$ cat src/rtl/bfr_pkg.sv
// Package for the burst frame reader: shared state encoding.
// Assumes nothing beyond a single clock domain.
package bfr_pkg;

    // Controller phases: wait for permission, hold request, collect beats, step address.
    typedef enum logic [1:0] {
        PH_IDLE = 2'd0,
        PH_REQ  = 2'd1,
        PH_DATA = 2'd2,
        PH_STEP = 2'd3
    } bfr_phase_t;

endpackage

$ cat src/rtl/bfr_issue_gate.sv
// Issue gate: combines both enables with a room check on the pixel FIFO.
// Assumes fifo_level is a word count in 0..FIFO_DEPTH; larger values
// count as no room.
module bfr_issue_gate #(
    parameter int unsigned BURST_WORDS = 8,
    parameter int unsigned FIFO_DEPTH  = 512,
    localparam int unsigned LVL_W      = $clog2(FIFO_DEPTH + 1)
) (
    input  logic             init_done,
    input  logic             run_en,
    input  logic [LVL_W-1:0] fifo_level,
    output logic             issue_ok
);

    // Highest fill level that still leaves space for one full burst.
    localparam logic [LVL_W-1:0] ROOM_MAX = LVL_W'(FIFO_DEPTH - BURST_WORDS);

    logic has_room;

    // Room test: free space of at least one burst.
    always_comb begin
        has_room = (fifo_level <= ROOM_MAX);
    end

    // Permission: both enables high and room available.
    always_comb begin
        issue_ok = init_done && run_en && has_room;
    end

endmodule

$ cat src/rtl/bfr_beat_counter.sv
// Beat counter: counts accepted data beats inside one burst.
// Clears when a request is accepted; flags the final beat of the burst.
// Assumes BURST_WORDS >= 2.
module bfr_beat_counter #(
    parameter int unsigned BURST_WORDS = 8,
    localparam int unsigned CNT_W      = (BURST_WORDS > 1) ? $clog2(BURST_WORDS) : 1
) (
    input  logic clk,
    input  logic rst_n,
    input  logic clr,
    input  logic inc,
    output logic last
);

    localparam logic [CNT_W-1:0] LAST_CNT = CNT_W'(BURST_WORDS - 1);

    logic [CNT_W-1:0] cnt_q;

    // Final-beat flag: the current beat index is the burst's last.
    always_comb begin
        last = (cnt_q == LAST_CNT);
    end

    // Beat index register: reset and clear to zero, step per accepted beat.
    always_ff @(posedge clk) begin
        if (!rst_n) begin
            cnt_q <= '0;
        end else if (clr) begin
            cnt_q <= '0;
        end else if (inc) begin
            if (cnt_q == LAST_CNT) begin
                cnt_q <= '0;
            end else begin
                cnt_q <= cnt_q + CNT_W'(1);
            end
        end
    end

endmodule

$ cat src/rtl/bfr_addr_gen.sv
// Address generator: holds the byte address of the next burst and
// advances it by one burst per step pulse, returning to FRAME_BASE once
// a whole frame has been covered. Assumes FRAME_WORDS is a multiple of
// BURST_WORDS.
module bfr_addr_gen #(
    parameter int unsigned          ADDR_W      = 32,
    parameter int unsigned          WORD_BYTES  = 4,
    parameter int unsigned          BURST_WORDS = 8,
    parameter int unsigned          FRAME_WORDS = 640 * 480,
    parameter logic [ADDR_W-1:0]    FRAME_BASE  = '0
) (
    input  logic              clk,
    input  logic              rst_n,
    input  logic              step,
    output logic [ADDR_W-1:0] addr
);

    localparam int unsigned BURSTS = FRAME_WORDS / BURST_WORDS;
    localparam int unsigned IDX_W  = (BURSTS > 1) ? $clog2(BURSTS) : 1;
    localparam logic [ADDR_W-1:0] STRIDE   = ADDR_W'(BURST_WORDS * WORD_BYTES);
    localparam logic [IDX_W-1:0]  LAST_IDX = IDX_W'((BURSTS > 0) ? BURSTS - 1 : 0);

    logic [ADDR_W-1:0] addr_q;

    generate
        if (BURSTS > 1) begin : g_multi
            logic [IDX_W-1:0] idx_q;

            // Burst index and address: step forward, wrap at frame end.
            always_ff @(posedge clk) begin
                if (!rst_n) begin
                    idx_q  <= '0;
                    addr_q <= FRAME_BASE;
                end else if (step) begin
                    if (idx_q == LAST_IDX) begin
                        idx_q  <= '0;
                        addr_q <= FRAME_BASE;
                    end else begin
                        idx_q  <= idx_q + IDX_W'(1);
                        addr_q <= addr_q + STRIDE;
                    end
                end
            end
        end else begin : g_single
            // Single-burst frame: the address never moves.
            always_ff @(posedge clk) begin
                if (!rst_n || step) begin
                    addr_q <= FRAME_BASE;
                end
            end
        end
    endgenerate

    // Output the registered address.
    always_comb begin
        addr = addr_q;
    end

endmodule

$ cat src/rtl/bfr_ctrl_fsm.sv
// Control sequencer: waits for permission, holds the request until it
// is accepted, collects one burst of beats, then spends one cycle on the
// address step before going back to idle. Assumes the controller
// returns exactly one burst of beats per accepted request.
module bfr_ctrl_fsm
    import bfr_pkg::*;
(
    input  logic clk,
    input  logic rst_n,
    input  logic issue_ok,
    input  logic rd_ack,
    input  logic rd_valid,
    input  logic last_beat,
    output logic req,
    output logic beat_take,
    output logic cnt_clr,
    output logic step
);

    bfr_phase_t phase_q;
    bfr_phase_t phase_d;

    // Next-phase selection.
    always_comb begin
        phase_d = phase_q;
        unique case (phase_q)
            PH_IDLE: if (issue_ok)               phase_d = PH_REQ;
            PH_REQ:  if (rd_ack)                 phase_d = PH_DATA;
            PH_DATA: if (rd_valid && last_beat)  phase_d = PH_STEP;
            PH_STEP:                             phase_d = PH_IDLE;
            default:                             phase_d = PH_IDLE;
        endcase
    end

    // Phase register with synchronous active-low reset.
    always_ff @(posedge clk) begin
        if (!rst_n) begin
            phase_q <= PH_IDLE;
        end else begin
            phase_q <= phase_d;
        end
    end

    // Phase-decoded strobes for the datapath.
    always_comb begin
        req       = (phase_q == PH_REQ);
        cnt_clr   = (phase_q == PH_REQ) && rd_ack;
        beat_take = (phase_q == PH_DATA) && rd_valid;
        step      = (phase_q == PH_STEP);
    end

endmodule

$ cat src/rtl/burst_frame_reader.sv
// Burst frame reader top: reads a frame from a memory controller in
// fixed-size bursts and forwards returned words straight into a pixel
// FIFO. Assumes the controller accepts one request at a time and that
// the FIFO level reflects writes with at most a one-cycle lag, which
// is covered because the room test runs only between bursts.
module burst_frame_reader #(
    parameter int unsigned       DATA_W      = 32,
    parameter int unsigned       ADDR_W      = 32,
    parameter int unsigned       WORD_BYTES  = 4,
    parameter int unsigned       BURST_WORDS = 8,
    parameter int unsigned       FRAME_WORDS = 640 * 480,
    parameter int unsigned       FIFO_DEPTH  = 512,
    parameter logic [ADDR_W-1:0] FRAME_BASE  = '0
) (
    input  logic                              clk,
    input  logic                              rst_n,
    input  logic                              init_done,
    input  logic                              run_en,
    output logic                              rd_req,
    output logic [ADDR_W-1:0]                 rd_addr,
    input  logic                              rd_ack,
    input  logic                              rd_valid,
    input  logic [DATA_W-1:0]                 rd_data,
    input  logic [$clog2(FIFO_DEPTH+1)-1:0]   fifo_level,
    output logic                              fifo_wr,
    output logic [DATA_W-1:0]                 fifo_wdata
);

    logic issue_ok;
    logic last_beat;
    logic beat_take;
    logic cnt_clr;
    logic step;

    bfr_issue_gate #(
        .BURST_WORDS (BURST_WORDS),
        .FIFO_DEPTH  (FIFO_DEPTH)
    ) u_gate (
        .init_done  (init_done),
        .run_en     (run_en),
        .fifo_level (fifo_level),
        .issue_ok   (issue_ok)
    );

    bfr_ctrl_fsm u_fsm (
        .clk       (clk),
        .rst_n     (rst_n),
        .issue_ok  (issue_ok),
        .rd_ack    (rd_ack),
        .rd_valid  (rd_valid),
        .last_beat (last_beat),
        .req       (rd_req),
        .beat_take (beat_take),
        .cnt_clr   (cnt_clr),
        .step      (step)
    );

    bfr_beat_counter #(
        .BURST_WORDS (BURST_WORDS)
    ) u_beats (
        .clk   (clk),
        .rst_n (rst_n),
        .clr   (cnt_clr),
        .inc   (beat_take),
        .last  (last_beat)
    );

    bfr_addr_gen #(
        .ADDR_W      (ADDR_W),
        .WORD_BYTES  (WORD_BYTES),
        .BURST_WORDS (BURST_WORDS),
        .FRAME_WORDS (FRAME_WORDS),
        .FRAME_BASE  (FRAME_BASE)
    ) u_addr (
        .clk   (clk),
        .rst_n (rst_n),
        .step  (step),
        .addr  (rd_addr)
    );

    // FIFO write path: accepted beats pass through in the same cycle.
    always_comb begin
        fifo_wr    = beat_take;
        fifo_wdata = rd_data;
    end

endmodule

$ cat config.mk
export PLATFORM = sky130hd
export DESIGN_NAME = burst_frame_reader
export DESIGN_NICKNAME = d
export VERILOG_FILES = /design/src/rtl/bfr_pkg.sv /design/src/rtl/bfr_issue_gate.sv /design/src/rtl/bfr_beat_counter.sv /design/src/rtl/bfr_addr_gen.sv /design/src/rtl/bfr_ctrl_fsm.sv /design/src/rtl/burst_frame_reader.sv
export SDC_FILE = /design/constraint.sdc
export NUM_CORES = 1
export LEC_CHECK = 0
export ABC_CLOCK_PERIOD_IN_PS = 2600
export CAP_MARGIN = 20
export CORE_MARGIN = 10
export CORE_UTILIZATION = 42
export CTS_CLUSTER_DIAMETER = 30
export DETAILED_ROUTE_END_ITERATION = 8
export PLACE_DENSITY = 0.77
export RECOVER_POWER = 50
export SLEW_MARGIN = 20
export SYNTH_ARGS = -nofsm -noshare
export SYNTH_HDL_FRONTEND = slang
export SYNTH_SLANG_ARGS = --single-unit
export TNS_END_PERCENT = 20
$ cat constraint.sdc
create_clock -name clk -period 2.6 [get_ports clk]
set_input_delay 0.26 -clock clk [delete_from_list [all_inputs] [get_ports clk]]
set_output_delay 0.26 -clock clk [all_outputs]
set_load 0.02 [all_outputs]
; Yosys cells after proc, flatten, opt, wreduce, memory -nomap -nowiden
; Cells that the tools add are included.
; W data, S select, Z words.
[word_totals]
input_bits = 48
elab_cells = 32
out_inout_bits = 66
regBits = 53
[classes]
bitwise = 1
order_cmp = 1
n_mux = 7
n_reduce_logical = 8
eq_ne = 8
add_sub_neg = 3
[op_table]
columns = op, count
row1 = $add A32 B6 Y32 const B, 1
row2 = $mux W32, 1
row3 = $add A16 B1 Y16 const B, 1
row4 = $eq A16 B16 Y1 const B, 1
row5 = $mux W16, 1
row6 = $le A10 B9 Y1 const B, 1
row7 = $pmux W2 S4, 1
row8 = $mux W2, 3
row9 = $logic_and A1 B1 Y1, 5
row10 = $eq A2 B2 Y1 const B, 2
row11 = $ne A2 B1 Y1 const B, 2
row12 = $add A3 B1 Y3 const B, 1
row13 = $eq A3 B3 Y1 const B, 1
row14 = $mux W3, 1
row15 = $reduce_and A3 Y1, 1
row16 = $eq A2 B1 Y1 const B, 1
row17 = $logic_not A2 Y1, 1
row18 = $ne A2 B2 Y1 const B, 1
row19 = $reduce_or A2 Y1, 1
row20 = $not A1 Y1, 1

; Logic depth before layout (Yosys ltp)
; Gate-level depths: netlist of the first run.
[depth]
word_depth = 4
ltp_mapped = 7
mapped_depth_nobuf = 6

; Cells and area by module
; Synthesis of the first run repeated with hierarchy kept, for this count alone.
[unflattened]
cells_unflattened = 304
hier_area_um2 = 2626.3
[modules_own_cells]
columns = module, n_inst, area_per_inst_um2, seq_area_each_um2, cells_per_inst
row1 = bfr_addr_gen, 1, 2016.9, 860.8, 233
row2 = burst_frame_reader, 1, 240.2, 0.0, 32
row3 = bfr_ctrl_fsm, 1, 188.9, 40.0, 21
row4 = bfr_beat_counter, 1, 142.6, 60.1, 13
row5 = bfr_issue_gate, 1, 37.5, 0.0, 5

; Worst setup path before layout of the first run
; OpenSTA, ideal clock, no wires.
[synth_timing]
kind = register -> register
startpoint = reg u_addr.addr_q[5] (netlist: u_addr.addr[5])
endpoint = reg u_addr.addr_q[31] (netlist: u_addr.addr[31])
slack_ps = 471
required_ps = 2534
arrival_time_ps = 2063
period_less_slack_ps = 2129
path_buffers = 1
stages_incl_launch_ff = 7
setup_ps = 66
cell_sequence = dfxtp_1 ha_1 nand3_1 or4_4 buf_6 or4_4 a21oi_2
[synth_via]
elab_chain_cells = 2
[synth_lines]
columns = element, line_no
row1 = "start, declared", bfr_addr_gen.sv:23  ; logic [ADDR_W-1:0] addr_q;
row2 = "start signal, assigned", bfr_addr_gen.sv:40  ; addr_q <= addr_q + STRIDE;
row3 = $add A32 B6 Y32, bfr_addr_gen.sv:40
row4 = $mux W32, bfr_addr_gen.sv:35  ; if (idx_q == LAST_IDX) begin
; Every way passes these cells.
; A chain may end at the register's enable or synchronous reset.

; Worst setup path after layout of the first run
; Ends and elaborated chain as after synthesis.

==> summary.txt, run 1 <==
Global route
  – Global routing's busiest layer: met2
  – Overflow left after global routing: 0
  – Met3 usage: 0.06977
  – Gr usage total: 0.1079
  – Largest net degree at the start of global routing: 44
  – Initial antenna violation count: 0
  – Vias in the first global route: just under 2000
  – GR Util met2: 0.1589
  – First-pass GRT wire length: ~9.0 mm
  – M1 GR Usage: 0.1256

Logic synthesis
  – Mapped Cells: approximately 300
  – Ys flop type: dfxtp_1
  – Mapped Avg Cell Area: 8.492 um2
  – #FFs+latches synth: 48
  – Post-synth EDFFs: 0
  – Mapped Area: ~0.0026 mm2
  – Ys async rst share: 0
  – Synth unique cells: 38
  – Area contributors post-synth: dfxtp_1 38%, buf_4 11%, xnor2_1 5.8%, nor2_1 4.6%, ha_1 3.9%
  – Cell taking the most area after synthesis: dfxtp_1
  – Synth warn: 0
  – Register area share after synthesis: 0.3759
  – Top cell type's share of synthesized area: 0.3759

Pwr
  – Pleak: roughly 0.001 uW
  – Pwr Density: approximately 470 mW/mm2
  – Max rail drop VDD: approximately 0.27 mV

Die
  – Initial Utilization: 0.4317
  – Num rows: 28
  – Die Ht: just under 100 um
  – Core Area: between 0.005 and 0.006 mm2
  – # IOs: 114
  – Die Footprint: a little under 0.01 mm2
  – Die X: approximately 98 um

Cells and area
  – Area of the multi-input gates: 0.001254 mm2
  – Final Cell Area: about 0.0029 mm2
  – Final cell count without fillers: slightly below 400
  – # fillers: 560
  – End-of-flow core utilization: 0.4932
  – Layout area overhead: 14.24%
  – Layout cells sized above 1: 0.07302
  – # diodes: 0
  – Storage cell area: approximately 960 um2
  – Fin nets: between 300 and 400

Clock tree
  – Hold buffers post-CTS: 0
  – Post-CTS setup buffers: 0
  – Total CTS buffers: 5
  – CTS tree: done
  – Post-CTS sizing: 0
  – Worst-skew pair later-pin latency: 0.30 ns
  – Sink Count: 48
  – Clock buffer depth: 2
  – Clk root buf: clkbuf_8
  – H-tree levels: 2
  – Worst-path clk slew: around 0.09 ns

Timing
  – Setup Skew: between 0.01 and 0.015 ns
  – Final setup margin: 0.4451 ns
  – Period utilization: 0.8288
  – Setup violations, final: 0
  – Final min period: 2.155 ns
  – Final hold violation count: 0
  – RSZ-0062 raised after global routing: false
  – Final setup TNS: 0 ns
  – Fmax: 464.1 MHz
  – Final max-slew violation count: 0

Worst setup path
  – Slowest cell on crit path: or4_4
  – Most frequent CP cell: or4_4
  – Critical path capture point type: flip-flop
  – CP cell instances: ha_1, nand3_1, or4_4, or4_4, a21oi_2
  – Max FO, Critical Path: 12
  – Class of the most critical setup path: flip-flop to flip-flop
  – Critical Path Max Stage Delay: 0.60 ns
  – Critical path arrival: about 2.4 ns
  – Reg2Reg Setup Slack: 0.45 ns
  – Worst Path Required: roughly 2.8 ns
  – Worst path top cell family by delay: simple AND/OR/NAND/NOR gates
  – Startpoint types: flip-flop
  – CP Buf/Inv Count: 0

Drt
  – Via count: about 2100
  – First-pass DRT Iterations: 4
  – DR iter-0 viols: 104
  – Via density: ~5.3
  – Post-route antenna net violation count: 0
  – Routed WL: approximately 5.4 mm
  – DR DRC count: 0
  – WL per Instance: approximately 14 um

Placement
  – GPL Wtd Cong: about 0.77
  – Placed cell area: 0.002829 mm2
  – IO Port Bufs: 44
  – Detailed Place HPWL: ~4.0 mm
  – Worst slack, placed: 0.4920 ns
  – Placed cells: 383

Status
  – Status: finished clean

Job
  – Max Cap Viol: 0

Hold path
  – Hold WC Path Type: flip-flop to flip-flop
## per-layer routing
layer	up-vias	part of all wire	wire length (um)
met5	-	0	0
li1	1030	-	-
met1	926	0.44	2377
met2	91	0.42	2258
met4	0	0.0083	45
met3	7	0.14	734
## worst paths after layout
path	from	endpoint	cells after the start
max reg2reg	u_addr.addr[5]$_SDFFE_PN0P_	u_addr.addr[31]$_SDFFE_PN0P_	5
min	u_beats.cnt_q[2]$_SDFFE_PP0P_	u_beats.cnt_q[2]$_SDFFE_PP0P_	2
min reg2reg	u_beats.cnt_q[2]$_SDFFE_PP0P_	u_beats.cnt_q[2]$_SDFFE_PP0P_	2
max	u_addr.addr[5]$_SDFFE_PN0P_	u_addr.addr[31]$_SDFFE_PN0P_	5
## area by class of cell
class | count | area share
Multi-Input combinational cell | 202 | 0.4293
Sequential cell | 48 | 0.3290
Timing Repair Buffer | 48 | 0.1654
Tap cell | 75 | 0.03213
Clock buffer | 6 | 0.02828
Inverter | 10 | 0.01285
Clock inverter | 1 | 0.002999
## registers in the layout (all words and copies together) (netlist names)
register and cells:
u_addr.addr 27, u_addr.g_multi.idx_q 16, u_beats.cnt_q 3, u_fsm.phase_q 2
## placed cells by master (no fill, tap or decap), drive strengths merged, types with 2 or more instances in the layout
cell type / instances
dlygate4sd3: 18
conb: 5
buf: 4
nor4b: 2
nand4: 9
inv: 10
o21ai: 13
nand2: 23
o31ai: 6
nor4: 4
xnor2: 17
xor2: 8
mux2i: 2
clkdlybuf4s50: 26
nand3: 11
ha: 8
dfxtp: 48
and4: 3
a21oi: 19
or3: 14
nor3: 8
or4: 11
clkbuf: 6
nor2: 31
## cell families after synthesis
kind of cell	after synthesis	share of synthesized area
muxes	2	0.007832
DFF	48	0.3759
other	1	0.001467
xor gates and xnor gates	25	0.08566
and+or+nand+nor	121	0.2565
adders and majority gates	8	0.03916
AOI/OAI and AO/OA	41	0.09251
buffers and inverters	55	0.1410
## cell usage after synthesis (2+ instances only)
master	n
buf_2	6
nor3_1	8
or4_1	7
xor2_1	8
or4_2	2
nand4_2	2
or3_2	2
mux2i_1	2
a21oi_1	18
xnor2_1	17
or4_4	2
o21ai_0	12
inv_1	10
nor4b_1	2
buf_4	37
nand2_1	23
ha_1	8
nand3_1	11
nor2_1	31
o31ai_1	6
nor4_1	4
dfxtp_1	48
and4_1	3
nand4_1	7
or3_1	12
## tightest hold or removal path, delay by kind of cell (launching register included)
kind               cells  cell delay, ns
AOI/OAI and AO/OA      1            0.05
and+or+nand+nor        1            0.05
DFF                    1            0.32
## per-stage QoR
step	power [uW]	hold slack [ns]
after global routing	1454	0.4959
after global placement	937.0	0.4501
after CTS	1400	0.4743
final	1383	0.4664
after detailed placement	939.4	0.4609
after floorplan	955.1	0.3912
## power breakdown
group          switching [uW]  internal [uW]  leakage, uW  total (uW)
Sequential               11.3            747     0.000387         759
Combinational            84.1           80.4     0.000568         165
Clock                     247            212    0.0000473         459
Total                     343           1040      0.00100        1380
(Power assumes the default switching activity.)
==> run 2, diff against run 1 <==
ABC_CLOCK_PERIOD_IN_PS = 2100   (was 2600)
clock period = 2.1 ns   (was 2.6 ns; I/O delays follow)
==> summary.txt, run 2 (synthesized netlist as in run 1, its figures left out) <==
Timing
  – Final min period: about 2.0 ns
  – Final max-slew violation count: 0
  – RSZ-0062 raised after global routing: false
  – Fin Hold WS: approximately 0.42 ns
  – Fmax: about 500 MHz
  – Setup violations, final: 0
  – Final hold violation count: 0
  – Setup Skew: a little under 0.005 ns
  – Final setup TNS: 0 ns
  – Period utilization: 0.9288

Die
  – Initial Utilization: 0.4317
  – Die Footprint: 0.009607 mm2
  – Die X: between 90 and 100 um
  – Num rows: 28
  – Die Ht: 98.02 um
  – Core Area: ~0.0059 mm2
  – # IOs: 114

Drt
  – Via density: around 5.2
  – Via count: approximately 2100
  – WL per Instance: 13.17 um
  – Post-route antenna net violation count: 0
  – First-pass DRT Iterations: 4
  – DR DRC count: 0
  – DR iter-0 viols: 91
  – Routed WL: ~5.3 mm

Clock tree
  – Sink Count: between 40 and 50
  – Worst-path clk slew: about 0.080 ns
  – Post-CTS sizing: 1
  – Worst-skew pair later-pin latency: about 0.29 ns
  – Post-CTS setup buffers: 0
  – H-tree levels: 2
  – CTS tree: done
  – Total CTS buffers: 5
  – Clock buffer depth: 2
  – Hold buffers post-CTS: 0
  – Clk root buf: clkbuf_8

Cells and area
  – Commonest non-fill, non-tap cell in the layout: dfxtp_1
  – Commonest cells after routing, fill and taps aside: 46 x dfxtp_1, 31 x nor2_1, 24 x clkdlybuf4s50_1
  – Final Cell Area: approximately 0.0030 mm2
  – Final cell count without fillers: 401
  – Fin nets: ~380
  – # diodes: 0
  – Max FFs per register: 27
  – # fillers: about 560
  – Layout area overhead: 17.23%
  – Layout cells sized above 1: 0.1135

Job
  – Max Cap Viol: 0

Pwr
  – Max rail drop VDD: roughly 0.5 mV
  – Pwr Density: 558.1 mW/mm2
  – Pleak: approximately 0.0011 uW
  – Power, Total: between 1500 and 2000 uW

Worst setup path
  – Critical path capture point type: flip-flop
  – Max FO, Critical Path: 12
  – Startpoint types: flip-flop
  – Critical path arrival: around 2.2 ns
  – Worst Path Required: 2.33 ns
  – Class of the most critical setup path: flip-flop to flip-flop

Hold path
  – Hold WC Path Type: input pin to primary output

Placement
  – IO Port Bufs: between 40 and 50
  – Placed cell area: 0.002914 mm2
  – Detailed Place HPWL: about 4.1 mm
  – Placed cells: between 300 and 400
  – GPL Wtd Cong: 0.7692

Global route
  – First-pass GRT wire length: just over 9 mm
  – Overflow left after global routing: 0
  – Vias in the first global route: 2042
  – Gr usage total: 0.1074
  – Initial antenna violation count: 0
  – Largest net degree at the start of global routing: 44

Status
  – Status: finished clean
-- run 2: cell count changes in the layout (fill, tap and decap cells not counted), moves of 2 or more --
| cell | change |
|---|---|
| dfxtp_1 | -2 |
| dfxtp_2 | +2 |
| clkdlybuf4s50_1 | -2 |
| buf_4 | +10 |
-- run 2: final timing paths --
kind,start,end,slack (ns),cells past startpoint
worst max-delay path,u_fsm.phase_q[1]$_SDFFE_PN0P_,u_addr.addr[29]$_SDFFE_PN0P_,0.15,5
worst min-delay path,rd_data[13],fifo_wdata[13],0.42,0
worst max register to register,u_fsm.phase_q[1]$_SDFFE_PN0P_,u_addr.addr[29]$_SDFFE_PN0P_,0.15,5
worst min register to register,u_beats.cnt_q[2]$_SDFFE_PP0P_,u_beats.cnt_q[2]$_SDFFE_PP0P_,0.47,2
-- run 2: cell type report --
class / instances / area (um2) / share of cell area
sequential: 48 / 963.4 / 0.3215
clock inverter: 1 / 5.005 / 0.001670
multi-input combinational: 202 / 1260 / 0.4205
timing repair buffer: 59 / 564.3 / 0.1883
clock buffer: 6 / 72.57 / 0.02422
inverter: 10 / 37.54 / 0.01253
tap: 75 / 93.84 / 0.03132
-- run 2: power by group --
group	internal, uW	switching, uW	total, uW	leakage [uW]
sequential	925	10.9	936	0.000388
clock	227	284	511	0.0000410
combinational	111	115	226	0.000628
-- run 2: stage by stage --
| stage | setup slack, ns | util |
|---|---|---|
| 2_1_floorplan | 0.02522 | - |
| 3_3_place_gp | 0.1170 | 0.4922 |
| 3_5_place_dp | 0.06692 | 0.4922 |
| 4_1_cts | 0.03529 | 0.5051 |
| 5_1_grt | 0.01200 | 0.5061 |
| 6_report | 0.1495 | 0.5061 |
-- run 2: worst max-delay path, cell delays in order, from the launching register on --
cell and delay, ns:
dfxtp_1 0.35, ha_2 0.24, nand3_1 0.10, or4_4 0.57, or4_1 0.48, a21oi_1 0.15
-- run 2: per-layer routing --
metal	routed length (um)	part of all wire	GRT usage
met2	2250	0.43	0.1680
met3	665	0.13	0.06483
met1	2333	0.44	0.1187
met4	34	0.0064	0.03356
met5	0	0	0
